`config.mk`:
```
export PLATFORM = sky130hd
export DESIGN_NAME = vliw_fetch_splitter
export DESIGN_NICKNAME = d
export VERILOG_FILES = /design/src/rtl/vfs_pkg.sv /design/src/rtl/vfs_lead_decode.sv /design/src/rtl/vfs_mask_ctrl.sv /design/src/rtl/vfs_lane_route.sv /design/src/rtl/vliw_fetch_splitter.sv
export SDC_FILE = /design/constraint.sdc
export NUM_CORES = 1
export LEC_CHECK = 0
export ABC_AREA = 0
export BUFFER_PORTS_ARGS = -buffer_cell sky130_fd_sc_hd__clkbuf_2
export CAP_MARGIN = 20
export CORE_AREA = 2 2 209 211
export CTS_CLUSTER_SIZE = 40
export DETAILED_ROUTE_END_ITERATION = 10
export DIE_AREA = 0 0 211 213
export PLACE_DENSITY = 0.37
export SYNTH_ARGS = -nofsm -noshare
export SYNTH_HDL_FRONTEND = slang
export SYNTH_SLANG_ARGS = --single-unit
export TNS_END_PERCENT = 1
```
`constraint.sdc`:
```
create_clock -name clk -period 1.4 [get_ports clk]
set_clock_uncertainty 0.2 [all_clocks]
set_input_delay 0.07 -clock clk [delete_from_list [all_inputs] [get_ports clk]]
set_output_delay 0.07 -clock clk [all_outputs]
set_load 0.005 [all_outputs]
```
`src/rtl/vfs_pkg.sv`:
```
package vfs_pkg;
  localparam int OP_W        = 32;
  localparam int TAIL_BIT    = 31;
  localparam int RSV_BIT     = 30;
  localparam int OPC_HI      = 29;
  localparam int OPC_LO      = 24;
  localparam int OPC_W       = OPC_HI - OPC_LO + 1;
  localparam logic [OPC_W-1:0] SHUTOFF_OPC = 6'h2F;

  typedef logic [OP_W-1:0] op_t;

  function automatic logic op_is_shutoff(input op_t op);
    return op[OPC_HI:OPC_LO] == SHUTOFF_OPC;
  endfunction

  function automatic op_t nop_keep_tail(input logic tail);
    op_t n;
    n = '0;
    n[TAIL_BIT] = tail;
    return n;
  endfunction
endpackage

```
`src/rtl/vfs_lead_decode.sv`:
```
module vfs_lead_decode
  import vfs_pkg::*;
#(
  parameter int NUM_CL = 4
) (
  input  logic              lead_valid,
  input  op_t               lead_op,
  output logic              shut_hit,
  output logic [NUM_CL-1:0] shut_imm,
  output op_t               lead_clean
);
  logic is_shut;

  // detection looks at the opcode field only; tail and reserved bits are don't-care
  always_comb begin
    is_shut    = op_is_shutoff(lead_op);
    shut_hit   = lead_valid && is_shut;
    shut_imm   = lead_op[NUM_CL-1:0];
    lead_clean = is_shut ? nop_keep_tail(lead_op[TAIL_BIT]) : lead_op;
  end
endmodule

```
`src/rtl/vfs_mask_ctrl.sv`:
```
module vfs_mask_ctrl #(
  parameter int NUM_CL = 4
) (
  input  logic              clk,
  input  logic              rst_n,
  input  logic              shut_hit,
  input  logic [NUM_CL-1:0] shut_imm,
  input  logic              accept,
  input  logic              override_on,
  output logic [NUM_CL-1:0] cl_en
);
  logic [NUM_CL-1:0] mask_q;
  logic [NUM_CL-1:0] mask_eff;

  // the offered word already sees its own shutoff vector
  always_comb begin
    mask_eff = shut_hit ? shut_imm : mask_q;
    cl_en    = override_on ? {NUM_CL{1'b1}} : ~mask_eff;
  end

  always_ff @(posedge clk) begin
    if (!rst_n)                  mask_q <= '0;
    else if (accept && shut_hit) mask_q <= shut_imm;
  end
endmodule

```
`src/rtl/vfs_lane_route.sv`:
```
module vfs_lane_route
  import vfs_pkg::*;
#(
  parameter int NUM_CL     = 4,
  parameter int OPS_PER_CL = 2,
  localparam int PKT_W     = OPS_PER_CL * OP_W,
  localparam int MOP_W     = NUM_CL * PKT_W
) (
  input  logic [MOP_W-1:0]        mop_data,
  input  op_t                     lead_clean,
  input  logic [NUM_CL-1:0]       cl_en,
  input  logic                    fire,
  output logic [NUM_CL-1:0]       cl_valid,
  output logic [NUM_CL*PKT_W-1:0] cl_pkt
);
  for (genvar c = 0; c < NUM_CL; c++) begin : g_cl
    logic [PKT_W-1:0] pkt;
    for (genvar k = 0; k < OPS_PER_CL; k++) begin : g_slot
      localparam int IDX = c * OPS_PER_CL + k;
      if (IDX == 0) begin : g_lead
        assign pkt[k*OP_W +: OP_W] = lead_clean;
      end else begin : g_plain
        assign pkt[k*OP_W +: OP_W] = mop_data[IDX*OP_W +: OP_W];
      end
    end
    assign cl_pkt[c*PKT_W +: PKT_W] = cl_en[c] ? pkt : '0;
    assign cl_valid[c]              = fire && cl_en[c];
  end
endmodule

```
`src/rtl/vliw_fetch_splitter.sv`:
```
module vliw_fetch_splitter
  import vfs_pkg::*;
#(
  parameter int NUM_CL     = 4,
  parameter int OPS_PER_CL = 2,
  localparam int PKT_W     = OPS_PER_CL * OP_W,
  localparam int MOP_W     = NUM_CL * PKT_W
) (
  input  logic                    clk,
  input  logic                    rst_n,
  input  logic                    mop_valid,
  output logic                    mop_ready,
  input  logic [MOP_W-1:0]        mop_data,
  input  logic                    override_on,
  input  logic [NUM_CL-1:0]       cl_ready,
  output logic [NUM_CL-1:0]       cl_valid,
  output logic [NUM_CL*PKT_W-1:0] cl_pkt,
  output logic [NUM_CL-1:0]       cl_en
);
  logic              shut_hit;
  logic [NUM_CL-1:0] shut_imm;
  op_t               lead_clean;
  logic              fire;

  vfs_lead_decode #(.NUM_CL(NUM_CL)) u_lead (
    .lead_valid (mop_valid),
    .lead_op    (mop_data[OP_W-1:0]),
    .shut_hit   (shut_hit),
    .shut_imm   (shut_imm),
    .lead_clean (lead_clean)
  );

  vfs_mask_ctrl #(.NUM_CL(NUM_CL)) u_mask (
    .clk         (clk),
    .rst_n       (rst_n),
    .shut_hit    (shut_hit),
    .shut_imm    (shut_imm),
    .accept      (fire),
    .override_on (override_on),
    .cl_en       (cl_en)
  );

  // disabled clusters cannot stall the word
  assign mop_ready = &(cl_ready | ~cl_en);
  assign fire      = mop_valid && mop_ready;

  vfs_lane_route #(.NUM_CL(NUM_CL), .OPS_PER_CL(OPS_PER_CL)) u_route (
    .mop_data   (mop_data),
    .lead_clean (lead_clean),
    .cl_en      (cl_en),
    .fire       (fire),
    .cl_valid   (cl_valid),
    .cl_pkt     (cl_pkt)
  );
endmodule

```
======== Word-level counts from Yosys, hierarchy flattened ========
Index checks and enable logic that the tools add are counted.
storage, ports and cells
  latch bits .............................. 0
  input port bits ......................... 264
  memories kept ........................... 0
  word-level logic and storage cells ...... 20
  ROM bits ................................ 0
  RAM bits ................................ 0
  bits in registers ....................... 4
cells by class
  mux-type cells .......................... 7
  order comparisons ....................... 0
  div/mod/pow operators ................... 0
  multiply operators ...................... 0
  shift operators ......................... 0
  reductions and logical operators ........ 8
  equal/unequal tests ..................... 1
  add/subtract/negate cells ............... 0
  bitwise operators ....................... 3
operator list
  kind                                   count
  two-way mux 64 bit                     4
  two-way mux 31 bit                     1
  two-way mux 4 bit                      2
  inverter 4 bit                         2
  logical AND 1 bit                      7
  == test 6 bit (second input constant)  1
  bitwise OR 4 bit                       1
  AND reduction 4 bit                    1

======== Logic depth before layout (Yosys ltp) ========
Gate-level depths: netlist of the first run.
  word-level depth ........................ 10
  mapped depth ............................ 8

======== Modules after synthesis ========
From an unflattened synthesis of the first run, not the netlist that was laid out.
unflattened totals
  cells, all modules ...................... 366
  area total of the unflattened synthesis .. 2,718.9 sq um
by module, submodules not included
  module               area an instance (sq um)  cells an instance  instances  seq. area each (sq um)
  vfs_lane_route       1,916.8                   288                1          0.0
  vfs_lead_decode      511.7                     45                 1          0.0
  vfs_mask_ctrl        226.5                     27                 1          80.1
  vliw_fetch_splitter  63.8                      6                  1          0.0

======== Worst setup path after synthesis of the first run ========
No wires, ideal clock.
  path type ............................... input-to-output
  from .................................... input port mop_data[28]
  to ...................................... output port cl_pkt[206]
  arrival ................................. 1.330 ns
  stages .................................. 6
  path slack .............................. -0.200 ns
  cells stage by stage .................... nand4b_4 > nor2_8 > mux2i_1 > clkbuf_1 > clkbuf_1 > and2_1
on the way
  cells in the longest elaborated chain, start to end .. 6
ends and longest elaborated chain
  element             RTL line                   RTL
  from (decl)         vliw_fetch_splitter.sv:13  input logic [MOP_W-1:0] mop_data,
  == test 6 bit       vfs_pkg.sv:13              return op[OPC_HI:OPC_LO] == SHUTOFF_OPC;
  logical AND 1 bit   vfs_lead_decode.sv:17      shut_hit = lead_valid && is_shut;
  two-way mux 4 bit   vfs_mask_ctrl.sv:17        mask_eff = shut_hit ? shut_imm : mask_q;
  inverter 4 bit      vfs_mask_ctrl.sv:18        cl_en = override_on ? {NUM_CL{1'b1}} : ~mask_eff;
  two-way mux 4 bit   vfs_mask_ctrl.sv:18
  two-way mux 64 bit  vfs_lane_route.sv:26       assign cl_pkt[c*PKT_W +: PKT_W] = cl_en[c] ? pkt : '0;
  to (decl)           vliw_fetch_splitter.sv:17  output logic [NUM_CL*PKT_W-1:0] cl_pkt,
No other way between the ends.

======== Worst setup path after layout of the first run ========
  from .................................... register u_mask.mask_q[0]
  to ...................................... output port cl_pkt[11]
on the way
  cells in the longest elaborated chain, start to end .. 4
ends and longest elaborated chain
  element                 RTL line              RTL
  from (decl)             vfs_mask_ctrl.sv:12   logic [NUM_CL-1:0] mask_q;
  from (signal assigned)  vfs_mask_ctrl.sv:23   else if (accept && shut_hit) mask_q <= shut_imm;
  two-way mux 4 bit       vfs_mask_ctrl.sv:17
  inverter 4 bit          vfs_mask_ctrl.sv:18
  two-way mux 4 bit       vfs_mask_ctrl.sv:18
  two-way mux 64 bit      vfs_lane_route.sv:26
No other way between the ends.

==> metrics.md, run 1 <==
| Metric | Value |
|---|---|
| Nets@finish | 1,120 |
| Htree depth | 1 |
| Leak pwr | 3.20 nW |
| Max reg flops | 4 |
| Clk pwr share | 0.249 |
| CTS tree | built |
| Drc violations | 0 |
| Tcrit/Tclk final | 1.33 |
| Synth unique cells | 25 |
| Syn. warnings | 0 |
| Clk buf depth | 2 |
| Number of global-route vias before repair | between 3,000 and 4,000 |
| Sink Count | 4 |
| Initial Util | 0.0506 |
| Maxcap violations | 0 |
| Via Count | 4,261 |
| Max VDD drop | 0.225 mV |
| Worst min-delay path category | input port to flip-flop |
| RSZ-0062 raised after global routing | yes |
| P&R area growth vs syn | 170% |
| I/O pin total | 529 |
| First-pass GRT wire length | 22,400 µm |
| Slew Limit Fails | 0 |
| Measured slew at the worst slew-check pin | 0.304 ns |
| F_max | 539 MHz |
| Routed Antenna Nets | 0 |
| Clk Tree Root Cell | clkbuf_16 |
| Power density cells | 308 nW/µm² |
| Total Wirelength | 17,600 µm |
| Power share of the combinational group | 0.687 |
| Max incr delay on CP | 0.30 ns |
| Routed WL per cell | roughly 13 µm |
| Critical path cell sequence | and2b_2 -> mux2i_4 -> nor2b_4 -> buf_12 -> and2_1 -> clkbuf_2 |
| Synthesized area per cell | 6.48 µm² |
| Clock latency on the worst-skew pair | 0.22 ns |
| Worst path required time | 1.13 ns |
| Pre-antenna DRT Iters | 4 |
| Largest net degree at the start of global routing | 67 |
| Die area | 44,900 µm² |
| Min Tclk post-route | between 1.5 and 2 ns |
| Clk slew on worst S/H paths | 0.03 ns |
| CP endpoint kind | output pin |
| Num rows | between 70 and 80 |
| Post-synthesis sequential area ratio | 0.0371 |
| Top Registers | u_mask.mask_q: 4 flops |
| Worst setup margin | -0.455 ns |
| Setup Viol. Count Final | 269 |
| Initial drt markers | 82 |
| Chip Width | 211 µm |
| Number of synthesized register bits | 4 |
| WP data arrival | 1.59 ns |
| Antenna violations before repair | 3 |
| Inst Count DP | 1,389 |
| Syn nets | a little under 600 |
| Fin. Hold Viols | 1 |
| Internal | 1.22 mW |
| Status | complete, but fails checks |
| Critical Path Slowest Stage Cell | dfxtp_2 |
| PortBufs | 528 |
| Setup Total Neg Slack | -93.54 ns |
| Slew headroom | 0.796 |
| Mapped Area | 2160 µm² |
| Biggest register | u_mask.mask_q |
| Reg power frac | 0.064 |
| Overflow after GRT | 0 |
| Core Region | 42,700 µm² |
| Setup CP Type | flip-flop to output pin |
| Switching Fraction | 0.317 |
| Hpwl dp | 15,600 µm |
| Hold WS | -0.0191 ns |
| Die height | 213 µm |
| GRT Total Usage | 0.0676 |
| Total CTS buffers | 3 |
| Final std cells w/o fill | ~1,400 |
| Via density per instance | approximately 3.0 |
| Failing checks | hold timing, setup timing |
| Share of cells above drive strength 1 | 0.674 |
| Crit start category | flip-flop |
| Max Fanout on Critical Path | 29 |
| Cell count after synthesis | about 330 |
| GPL Wtd Cong | 0.729 |
| Net Switching | 568 µW |
synthesized netlist by cell type, drive strengths merged:
master,number,share of area
nor3b,1,0.0035
buf,6,0.024
inv,4,0.0070
nor2,2,0.011
mux2i,8,0.039
dfxtp,4,0.037
and2,256,0.75
clkbuf,24,0.042
and3,1,0.0029
nor2b,12,0.038
and2b,1,0.0035
a22oi,2,0.0093
nand3,2,0.0070
nand4b,1,0.011
nand2,9,0.016
timing repair:
action                                  in CTS  in global routing
endpoints found under the setup margin     269                269
resized for setup                           14                 24
hold buffers                                 3                  0
setup buffers                                4                  0
cloned                                       1                  0
hold endpoints to repair                     2                  0
pin swaps                                    2                  5
metal layers:
metal  wire length (µm)  track usage  part of all wire
met5                  0            0                 0
met4                881       0.0384             0.050
met3               1540       0.0132             0.087
met2               8920        0.129              0.51
met1               6270       0.0684              0.36
power groups by stage:
stage                     clock, mW  sequential, mW  combinational, mW
after floorplan                   0           0.116              0.379
after global placement            0           0.116               1.22
after detailed placement          0           0.116               1.20
after CTS                     0.452           0.115               1.23
after global routing          0.466           0.115               1.35
final                         0.447           0.115               1.23
cell usage in the layout (no fill, tap or decap):
master	netlist	routed
buf_4	0	7
nor2b_4	1	2
and2_4	6	11
dfxtp_2	0	2
inv_1	4	4
and2b_2	0	1
buf_2	2	7
nand2_1	9	9
nor2_1	1	1
nor3b_1	1	1
buf_12	0	5
nor2b_2	0	1
nor2_8	1	1
nand4b_4	1	1
mux2i_1	7	4
dfxtp_1	4	2
mux2i_4	0	4
and2_1	250	245
buf_8	1	1
dlygate4sd3_1	0	3
nand3_4	0	2
nor2b_1	11	9
clkbuf_16	0	3
buf_6	2	10
a22oi_2	1	2
diode_2	0	2
and3_2	0	1
clkbuf_2	1	514
buf_16	0	1
per-stage QoR:
stage                      util  area [µm²]  power, mW  setup WS, ns
after floorplan               -        2160      0.496        -0.167
after global placement    0.129        5520       1.33        -0.586
after detailed placement  0.129        5520       1.32        -0.603
after CTS                 0.135        5750       1.80        -0.461
after global routing      0.136        5820       1.93        -0.530
final                     0.136        5820       1.79        -0.455
area by class of cell:
| cell class | count | area [µm²] |
|---|---|---|
| inverter | 4 | 15.0 |
| sequential | 4 | 82.6 |
| fill | 4971 | 36900 |
| timing repair buffer | 548 | 2950 |
| clock buffer | 3 | 75.1 |
| tap | 546 | 683 |
| multi-input combinational | 295 | 2020 |
| antenna | 2 | 5.00 |
kinds of logic after synthesis:
family	synth area share
compound gates	0.00928
buf+inv	0.0730
flops	0.0371
mux	0.0388
simple gates	0.842
path summary, 6_finish.rpt:
path | start | endpoint | slack [ns] | depth (start not counted)
max | u_mask.mask_q[0] | cl_pkt[11] | -0.46 | 6
min | mop_data[3] | u_mask.mask_q[3] | -0.02 | 3
max reg2reg | u_mask.mask_q[1] | u_mask.mask_q[0] | -0.42 | 7
min reg2reg | u_mask.mask_q[3] | u_mask.mask_q[3] | 0.28 | 2
critical path: cells and delay by family, from the launching register on:
kind,cells,cell delay (ns)
flip-flops,1,0.30
buffers and inverters,2,0.28
AND/OR/NAND/NOR,3,0.56
multiplexers,1,0.20
(Power assumes the default switching activity.)
==> run 2: changes to the inputs <==
- TNS_END_PERCENT: 1 -> 5
==> metrics.md, run 2 (synthesis results as in run 1) <==
| Metric | Value |
|---|---|
| Status | complete, but fails checks (unchanged) |
| Failing checks | setup timing (was hold timing, setup timing) |
| Tcrit/Tclk final | 1.35 (was 1.33) |
| Drc violations | 0 (unchanged) |
| WP data arrival | 1.62 ns (was 1.59 ns) |
| F_max | 530 MHz (was 539 MHz) |
| Initial Util | 0.0506 (unchanged) |
| Clk slew on worst S/H paths | 0.03 ns (about the same) |
| FF-to-FF setup slack | -0.28 ns (was -0.42 ns) |
| Sink Count | 4 (unchanged) |
| Setup CP Type | flip-flop to output pin (unchanged) |
| Num rows | 76 (unchanged) |
| Clk Tree Root Cell | clkbuf_16 (unchanged) |
| Most common cell after layout, fill and taps aside | clkbuf_2 (unchanged) |
| Routed Antenna Nets | 0 (unchanged) |
| Min Tclk post-route | 1.89 ns (was 1.86 ns) |
| Leak pwr | 3.36 nW (was 3.20 nW) |
| Htree depth | 1 (unchanged) |
| Area occupied by multi-input gates | 2060 µm² (was 2020 µm²) |
| Via density per instance | 2.97 (was 3.04) |
| CP endpoint kind | output pin (unchanged) |
| Biggest register | u_mask.mask_q (unchanged) |
| Antenna violations before repair | 1 (was 3) |
| Net Switching | 558 µW (was 568 µW) |
| Worst setup margin | -0.487 ns (was -0.455 ns) |
| Worst min-delay path category | input port to flip-flop (unchanged) |
| Total Wirelength | 17,000 µm (was 17,600 µm) |
| Hold EP | u_mask.mask_q[1] (was u_mask.mask_q[3]) |
| Die height | 213 µm (unchanged) |
| Placed cell areas | 5610 µm² (was 5520 µm²) |
| Critical register-to-register path startpoint | u_mask.mask_q[1] (unchanged) |
| CTS tree | built (unchanged) |
| Top Registers | u_mask.mask_q: 4 flops (unchanged) |
| Power density cells | 300 nW/µm² (was 308 nW/µm²) |
| P&R area growth vs syn | 183% (was 170%) |
| Total CTS buffers | 3 (unchanged) |
| Slew Limit Fails | 0 (unchanged) |
| Fin. Hold Viols | 0 (was 1) |
| Setup Viol. Count Final | 269 (unchanged) |
| Number of global-route vias before repair | 3,523 (was 3,916) |
| Nets@finish | 1,133 (was 1,120) |
| I/O pin total | 529 (unchanged) |
| Reg2Reg Depth | 6 (was 7) |
| Chip Width | 211 µm (unchanged) |
| Switching Fraction | 0.305 (was 0.317) |
| GRT Total Usage | 0.0599 (was 0.0676) |
| Pre-antenna DRT Iters | 4 (unchanged) |
| Measured slew at the worst slew-check pin | 0.282 ns (was 0.304 ns) |
| Clk buf depth | 2 (unchanged) |
| Power share of the combinational group | 0.691 (was 0.687) |
| Sequential cell area | 81.3 µm² (was 82.6 µm²) |
| Setup Total Neg Slack | -107.04 ns (was -93.54 ns) |
| RR Endpoint | u_mask.mask_q[3] (was u_mask.mask_q[0]) |
| Worst path required time | 1.13 ns (about the same) |
| Overflow after GRT | 0 (unchanged) |
| Die area | 44,900 µm² (unchanged) |
| PortBufs | 528 (unchanged) |
| Hpwl dp | 14,400 µm (was 15,600 µm) |
| Internal | 1.27 mW (was 1.22 mW) |
| Overall power | 1.83 mW (was 1.79 mW) |
| RSZ-0062 raised after global routing | yes (unchanged) |
| Clk pwr share | 0.247 (was 0.249) |
| Reg power frac | 0.063 (was 0.064) |
| Max Fanout on Critical Path | 19 (was 29) |
| First-pass GRT wire length | 20,500 µm (was 22,400 µm) |
| Hold_sp | mop_data[1] (was mop_data[3]) |
| GPL Wtd Cong | 0.754 (was 0.729) |
| Initial drt markers | 75 (was 82) |
| Maxcap violations | 0 (unchanged) |
| Clock latency on the worst-skew pair | 0.23 ns (was 0.22 ns) |
| Routed WL per cell | 12.0 µm (was 12.6 µm) |
| Hold path cells | 4 (was 3) |
| Via Count | 4,204 (was 4,261) |
| Share of cells above drive strength 1 | 0.694 (was 0.674) |
| Crit start category | flip-flop (unchanged) |
| Max VDD drop | 0.237 mV (was 0.225 mV) |
| Slew headroom | 0.812 (was 0.796) |
| Fill count | 4,952 (was 4,971) |
| Fin area | 6110 µm² (was 5820 µm²) |
| Max reg flops | 4 (unchanged) |
| Most frequent cells in the layout | clkbuf_2 (500), and2_1 (232), and2_4 (24) (was clkbuf_2 (514), and2_1 (245), and2_4 (11)) |
| Core Region | 42,700 µm² (unchanged) |
| Largest net degree at the start of global routing | 63 (was 67) |
## run 2: layout make-up
type | instances | area share
clock buffer | 3 | 0.0123
antenna | 2 | 0.000819
sequential | 4 | 0.0133
timing repair buffer | 561 | 0.522
multi-input combinational | 295 | 0.337
tap | 546 | 0.112
inverter | 4 | 0.00246
## run 2: worst max-delay path, cell delays in order (launching register included)
cell	delay, ns
dfxtp_2	0.30
and2b_2	0.21
mux2i_4	0.21
nor2b_4	0.25
buf_12	0.16
and2_1	0.14
clkbuf_2	0.11
## run 2: metrics by stage
step	worst slack (ns)	util	std cells	hold slack, ns
finish	-0.487	0.143	1415	0.0345
detailed placement	-0.568	0.131	1397	0.158
CTS	-0.520	0.135	1405	0.0388
floorplan	-0.167	-	333	0.0121
global placement	-0.574	0.131	1397	0.149
global route	-0.579	0.143	1413	0.0617
## run 2: how the worst max path moves through the flow
stage / start / end / slack [ns]
after floorplan: mop_data[28] / cl_pkt[26] / -0.17
after global placement: mop_data[24] / cl_valid[2] / -0.57
after detailed placement: mop_data[25] / u_mask.mask_q[3] / -0.57
after CTS: mop_data[28] / cl_pkt[154] / -0.52
after global routing: mop_data[28] / cl_pkt[252] / -0.58
final: u_mask.mask_q[0] / cl_pkt[11] / -0.49
## run 2: power groups by stage
stage / logic, mW / registers [mW] / clock network [mW]
global route: 1.39 / 0.115 / 0.467
global placement: 1.21 / 0.116 / 0
CTS: 1.22 / 0.115 / 0.457
finish: 1.26 / 0.115 / 0.451
floorplan: 0.379 / 0.116 / 0
detailed placement: 1.19 / 0.116 / 0
## run 2: metal layers
layer	GRT usage	part of all wire	up-vias
met5	0	0	-
met4	0.0158	0.014	0
met3	0.00559	0.077	13
met2	0.109	0.52	304
met1	0.0749	0.39	1828
li1	-	-	2059
## run 2: what timing repair did
item | 4_1_cts | 5_1_grt
pin swaps | 2 | 12
cloned | 0 | 3
setup buffers | 1 | 5
setup endpoints to repair | 269 | 269
gates resized for setup | 10 | 56
hold buffers | 4 | 0
endpoints found under the hold margin | 4 | 0
==> run 3: changes to the inputs <==
- CORE_AREA: 2 2 209 211 -> 2 2 207 209
- DIE_AREA: 0 0 211 213 -> 0 0 209 211
- PLACE_DENSITY: 0.37 -> 0.39
- SYNTH_HIERARCHICAL: unset -> 1
==> metrics.md, run 3 <==
| Metric | Value |
|---|---|
| Die area | 44,100 µm² (was 44,900 µm²) |
| Most frequent cells after synthesis | and2_1 (262), a21boi_2 (30), buf_6 (26) (was and2_1 (250), clkbuf_1 (23), nor2b_1 (11)) |
| F_max | 417 MHz (was 530 MHz) |
| Share of cells above drive strength 1 | 0.699 (was 0.694) |
| Synth Area in Adders | 0 (unchanged) |
| Worst setup margin | -0.998 ns (was -0.487 ns) |
| Cell count after synthesis | 366 (was 333) |
| Max Fanout on Critical Path | 5 (was 19) |
| GRT Total Usage | 0.0750 (was 0.0599) |
| Most common cell after layout, fill and taps aside | clkbuf_2 (unchanged) |
| Pre-antenna DRT Iters | 4 (unchanged) |
| Most area-consuming cells after synthesis | and2_1 (60%), a21boi_2 (12%), buf_6 (11%), buf_12 (2.9%), dfxtp_1 (2.9%) (was and2_1 (72%), clkbuf_1 (4.0%), dfxtp_1 (3.7%), mux2i_1 (3.2%), nor2b_1 (3.2%)) |
| Mux cell area share after synthesis | 0.0147 (was 0.0388) |
| Hpwl dp | 16,200 µm (was 14,400 µm) |
| Failing checks | setup timing (unchanged) |
| Initial Util | 0.0651 (was 0.0506) |
| CP endpoint kind | output pin (unchanged) |
| Async S/R FF share, synth | 0 (unchanged) |
| Clk Tree Root Cell | clkbuf_16 (unchanged) |
| Crit start category | input port (was flip-flop) |
| Synth unique cells | 21 (was 25) |
| First-pass GRT wire length | 25,200 µm (was 20,500 µm) |
| Maxcap violations | 0 (unchanged) |
| I/O pin total | 529 (unchanged) |
| CTS tree | built (unchanged) |
| Worst path required time | 1.13 ns (about the same) |
| Slew Limit Fails | 0 (unchanged) |
| WP data arrival | 2.13 ns (was 1.62 ns) |
| Tcrit/Tclk final | 1.71 (was 1.35) |
| Post-synth EDFFs | 0 (unchanged) |
| Via Count | 4,437 (was 4,204) |
| Htree depth | 1 (unchanged) |
| Routed Antenna Nets | 0 (unchanged) |
| Clock latency on the worst-skew pair | 0.22 ns (was 0.23 ns) |
| Mapped Area | 2720 µm² (was 2160 µm²) |
| Routed WL per cell | 13.5 µm (was 12.0 µm) |
| Worst path bufs/invs | 3 (was 2) |
| Fin. Hold Viols | 0 (unchanged) |
| Largest net degree at the start of global routing | 67 (was 63) |
| GPL Wtd Cong | 0.725 (was 0.754) |
| RSZ-0062 raised after global routing | yes (unchanged) |
| Status | complete, but fails checks (unchanged) |
| Nets@finish | 1,153 (was 1,133) |
| Reg2Reg Depth | 8 (was 6) |
| Synthesized area per cell | 7.43 µm² (was 6.48 µm²) |
| Hold WS | 0.0156 ns (was 0.0345 ns) |
| Max incr delay on CP | 0.33 ns (was 0.30 ns) |
| Sequential cell area | 80.1 µm² (was 81.3 µm²) |
| Post-synth top area cell | and2_1 (unchanged) |
| Sink Count | 4 (unchanged) |
| Syn nets | 630 (was 597) |
| Slew headroom | 0.656 (was 0.812) |
| Xor and xnor fraction of the mapped netlist area | 0 (unchanged) |
| Total Wirelength | 19,300 µm (was 17,000 µm) |
| RR Endpoint | u_mask/mask_q[3] (was u_mask.mask_q[3]) |
| Number of global-route vias before repair | 4,171 (was 3,523) |
| FF-to-FF setup slack | -0.70 ns (was -0.28 ns) |
| PortBufs | 528 (unchanged) |
| Critical Path Slowest Stage Cell | a2111oi_4 (was dfxtp_2) |
| Antenna violations before repair | 7 (was 1) |
| Max reg flops | 4 (unchanged) |
| CP startpoint | mop_data[28] (was u_mask.mask_q[0]) |
| Setup Viol. Count Final | 269 (unchanged) |
| Chip Width | 209 µm (was 211 µm) |
| Measured slew at the worst slew-check pin | 0.516 ns (was 0.282 ns) |
| Post-synthesis compound-gate area fraction | 0.142 (was 0.00928) |
| Most frequent cells in the layout | clkbuf_2 (518), and2_1 (246), a21boi_2 (30) (was clkbuf_2 (500), and2_1 (232), and2_4 (24)) |
| Top Registers | u_mask/mask_q: 4 flops (was u_mask.mask_q: 4 flops) |
| Max VDD drop | 0.192 mV (was 0.237 mV) |
| Core Region | 41,800 µm² (was 42,700 µm²) |
| Critical register-to-register path startpoint | u_mask/mask_q[0] (was u_mask.mask_q[1]) |
| Clk slew on worst S/H paths | 0.03 ns (about the same) |
| Top cell type's share of synthesized area | 0.603 (was 0.725) |
| Leak pwr | 3.34 nW (was 3.36 nW) |
| Worst min-delay path category | input port to flip-flop (unchanged) |
| Most numerous cell in the Yosys netlist | and2_1 (unchanged) |
| Min Tclk post-route | 2.40 ns (was 1.89 ns) |
| Largest family of logic cells by synthesized area | simple AND/OR/NAND/NOR gates (unchanged) |
| Overflow after GRT | 0 (unchanged) |
| Cell family with most CP delay | simple AND/OR/NAND/NOR gates (unchanged) |
| Power density cells | 301 nW/µm² (was 300 nW/µm²) |
| WP depth | 11 (was 6) |
| Number of synthesized register bits | 4 (unchanged) |
| Syn. warnings | 6 (was 0) |
| Fill count | 4,798 (was 4,952) |
| Post-synthesis simple-gate area fraction | 0.647 (was 0.842) |
| Drc violations | 0 (unchanged) |
| P&R area growth vs syn | 129% (was 183%) |
| Post-synthesis sequential area ratio | 0.0295 (was 0.0371) |
| Area occupied by multi-input gates | 2260 µm² (was 2060 µm²) |
| Worst setup path endpoint | cl_valid[3] (was cl_pkt[11]) |
| Die height | 211 µm (was 213 µm) |
| Pre-CTS WS | -1.09 ns (was -0.568 ns) |
| Dominant synthesized flop cell | dfxtp_1 (unchanged) |
| Critical path cell sequence | buf_6 -> and4b_4 -> and3_4 -> buf_6 -> mux2i_2 -> or2_4 -> nor2b_4 -> a2111oi_4 -> and2_4 -> and2_4 -> buf_8 (was and2b_2 -> mux2i_4 -> nor2b_4 -> buf_12 -> and2_1 -> clkbuf_2) |
| Via density per instance | 3.10 (was 2.97) |
| Biggest register | u_mask/mask_q (was u_mask.mask_q) |
| Setup CP Type | input port to output pin (was flip-flop to output pin) |
| Num rows | 75 (was 76) |
| Total CTS buffers | 3 (unchanged) |
| Initial drt markers | 145 (was 75) |
| Clk buf depth | 2 (unchanged) |
[run 3: worst min path at each step]
stage / cells after the start / startpoint / endpoint
finish: 4 / mop_data[1] / u_mask/mask_q[1]
global route: 4 / mop_data[1] / u_mask/mask_q[1]
CTS: 4 / mop_data[1] / u_mask/mask_q[1]
detailed placement: 3 / mop_data[0] / u_mask/mask_q[0]
global placement: 3 / mop_data[0] / u_mask/mask_q[0]
floorplan: 1 / mop_data[100] / cl_pkt[100]
[run 3: metal layers]
| metal | GRT usage | wire (µm) | part of all wire |
|---|---|---|---|
| met5 | 0 | 0 | 0 |
| met4 | 0.0195 | 391 | 0.020 |
| met3 | 0.0135 | 1460 | 0.075 |
| met2 | 0.130 | 9780 | 0.51 |
| met1 | 0.0959 | 7720 | 0.40 |
[run 3: tightest hold or removal path, delay by kind of cell]
kind	cells	cell delay [ns]
AOI/OAI and AO/OA	1	0.07
buffers and inverters	2	0.19
and+or+nand+nor	1	0.07
[run 3: area by class of cell]
cell class,count,area share
tap,539,0.108
antenna,4,0.00161
multi-input combinational,319,0.362
clock buffer,3,0.0121
sequential,4,0.0129
timing repair buffer,560,0.502
inverter,1,0.000603
[run 3: power by group]
group / internal, mW / leakage, nW / switching, mW
Combinational: 0.802 / 3.28 / 0.516
Sequential: 0.115 / 0.0322 / 0.0000131
Clock: 0.365 / 0.0370 / 0.0782
[run 3: cell families after synthesis]
| group | count (synthesis) |
|---|---|
| DFF | 4 |
| AOI/OAI and AO/OA | 35 |
| and+or+nand+nor | 280 |
| muxes | 4 |
| buffers and inverters | 43 |
[run 3: metrics by stage]
| stage | total power [mW] | TNS (ns) | cell area, µm² | utilization | cells |
|---|---|---|---|---|---|
| final | 1.88 | -167.00 | 6230 | 0.149 | 1430 |
| after global placement | 1.41 | -190.63 | 5730 | 0.137 | 1407 |
| after floorplan | 0.601 | -93.00 | 2740 | - | 366 |
| after detailed placement | 1.40 | -204.66 | 5730 | 0.137 | 1407 |
| after CTS | 1.87 | -157.46 | 5960 | 0.143 | 1416 |
| after global routing | 2.01 | -192.97 | 6230 | 0.149 | 1430 |
[run 3: what timing repair did]
action,CTS,global route
setup endpoints to repair,269,269
hold buffers,2,0
pin swaps,5,7
cloned,1,3
endpoints found under the hold margin,4,0
setup buffers,3,7
gates resized for setup,24,30
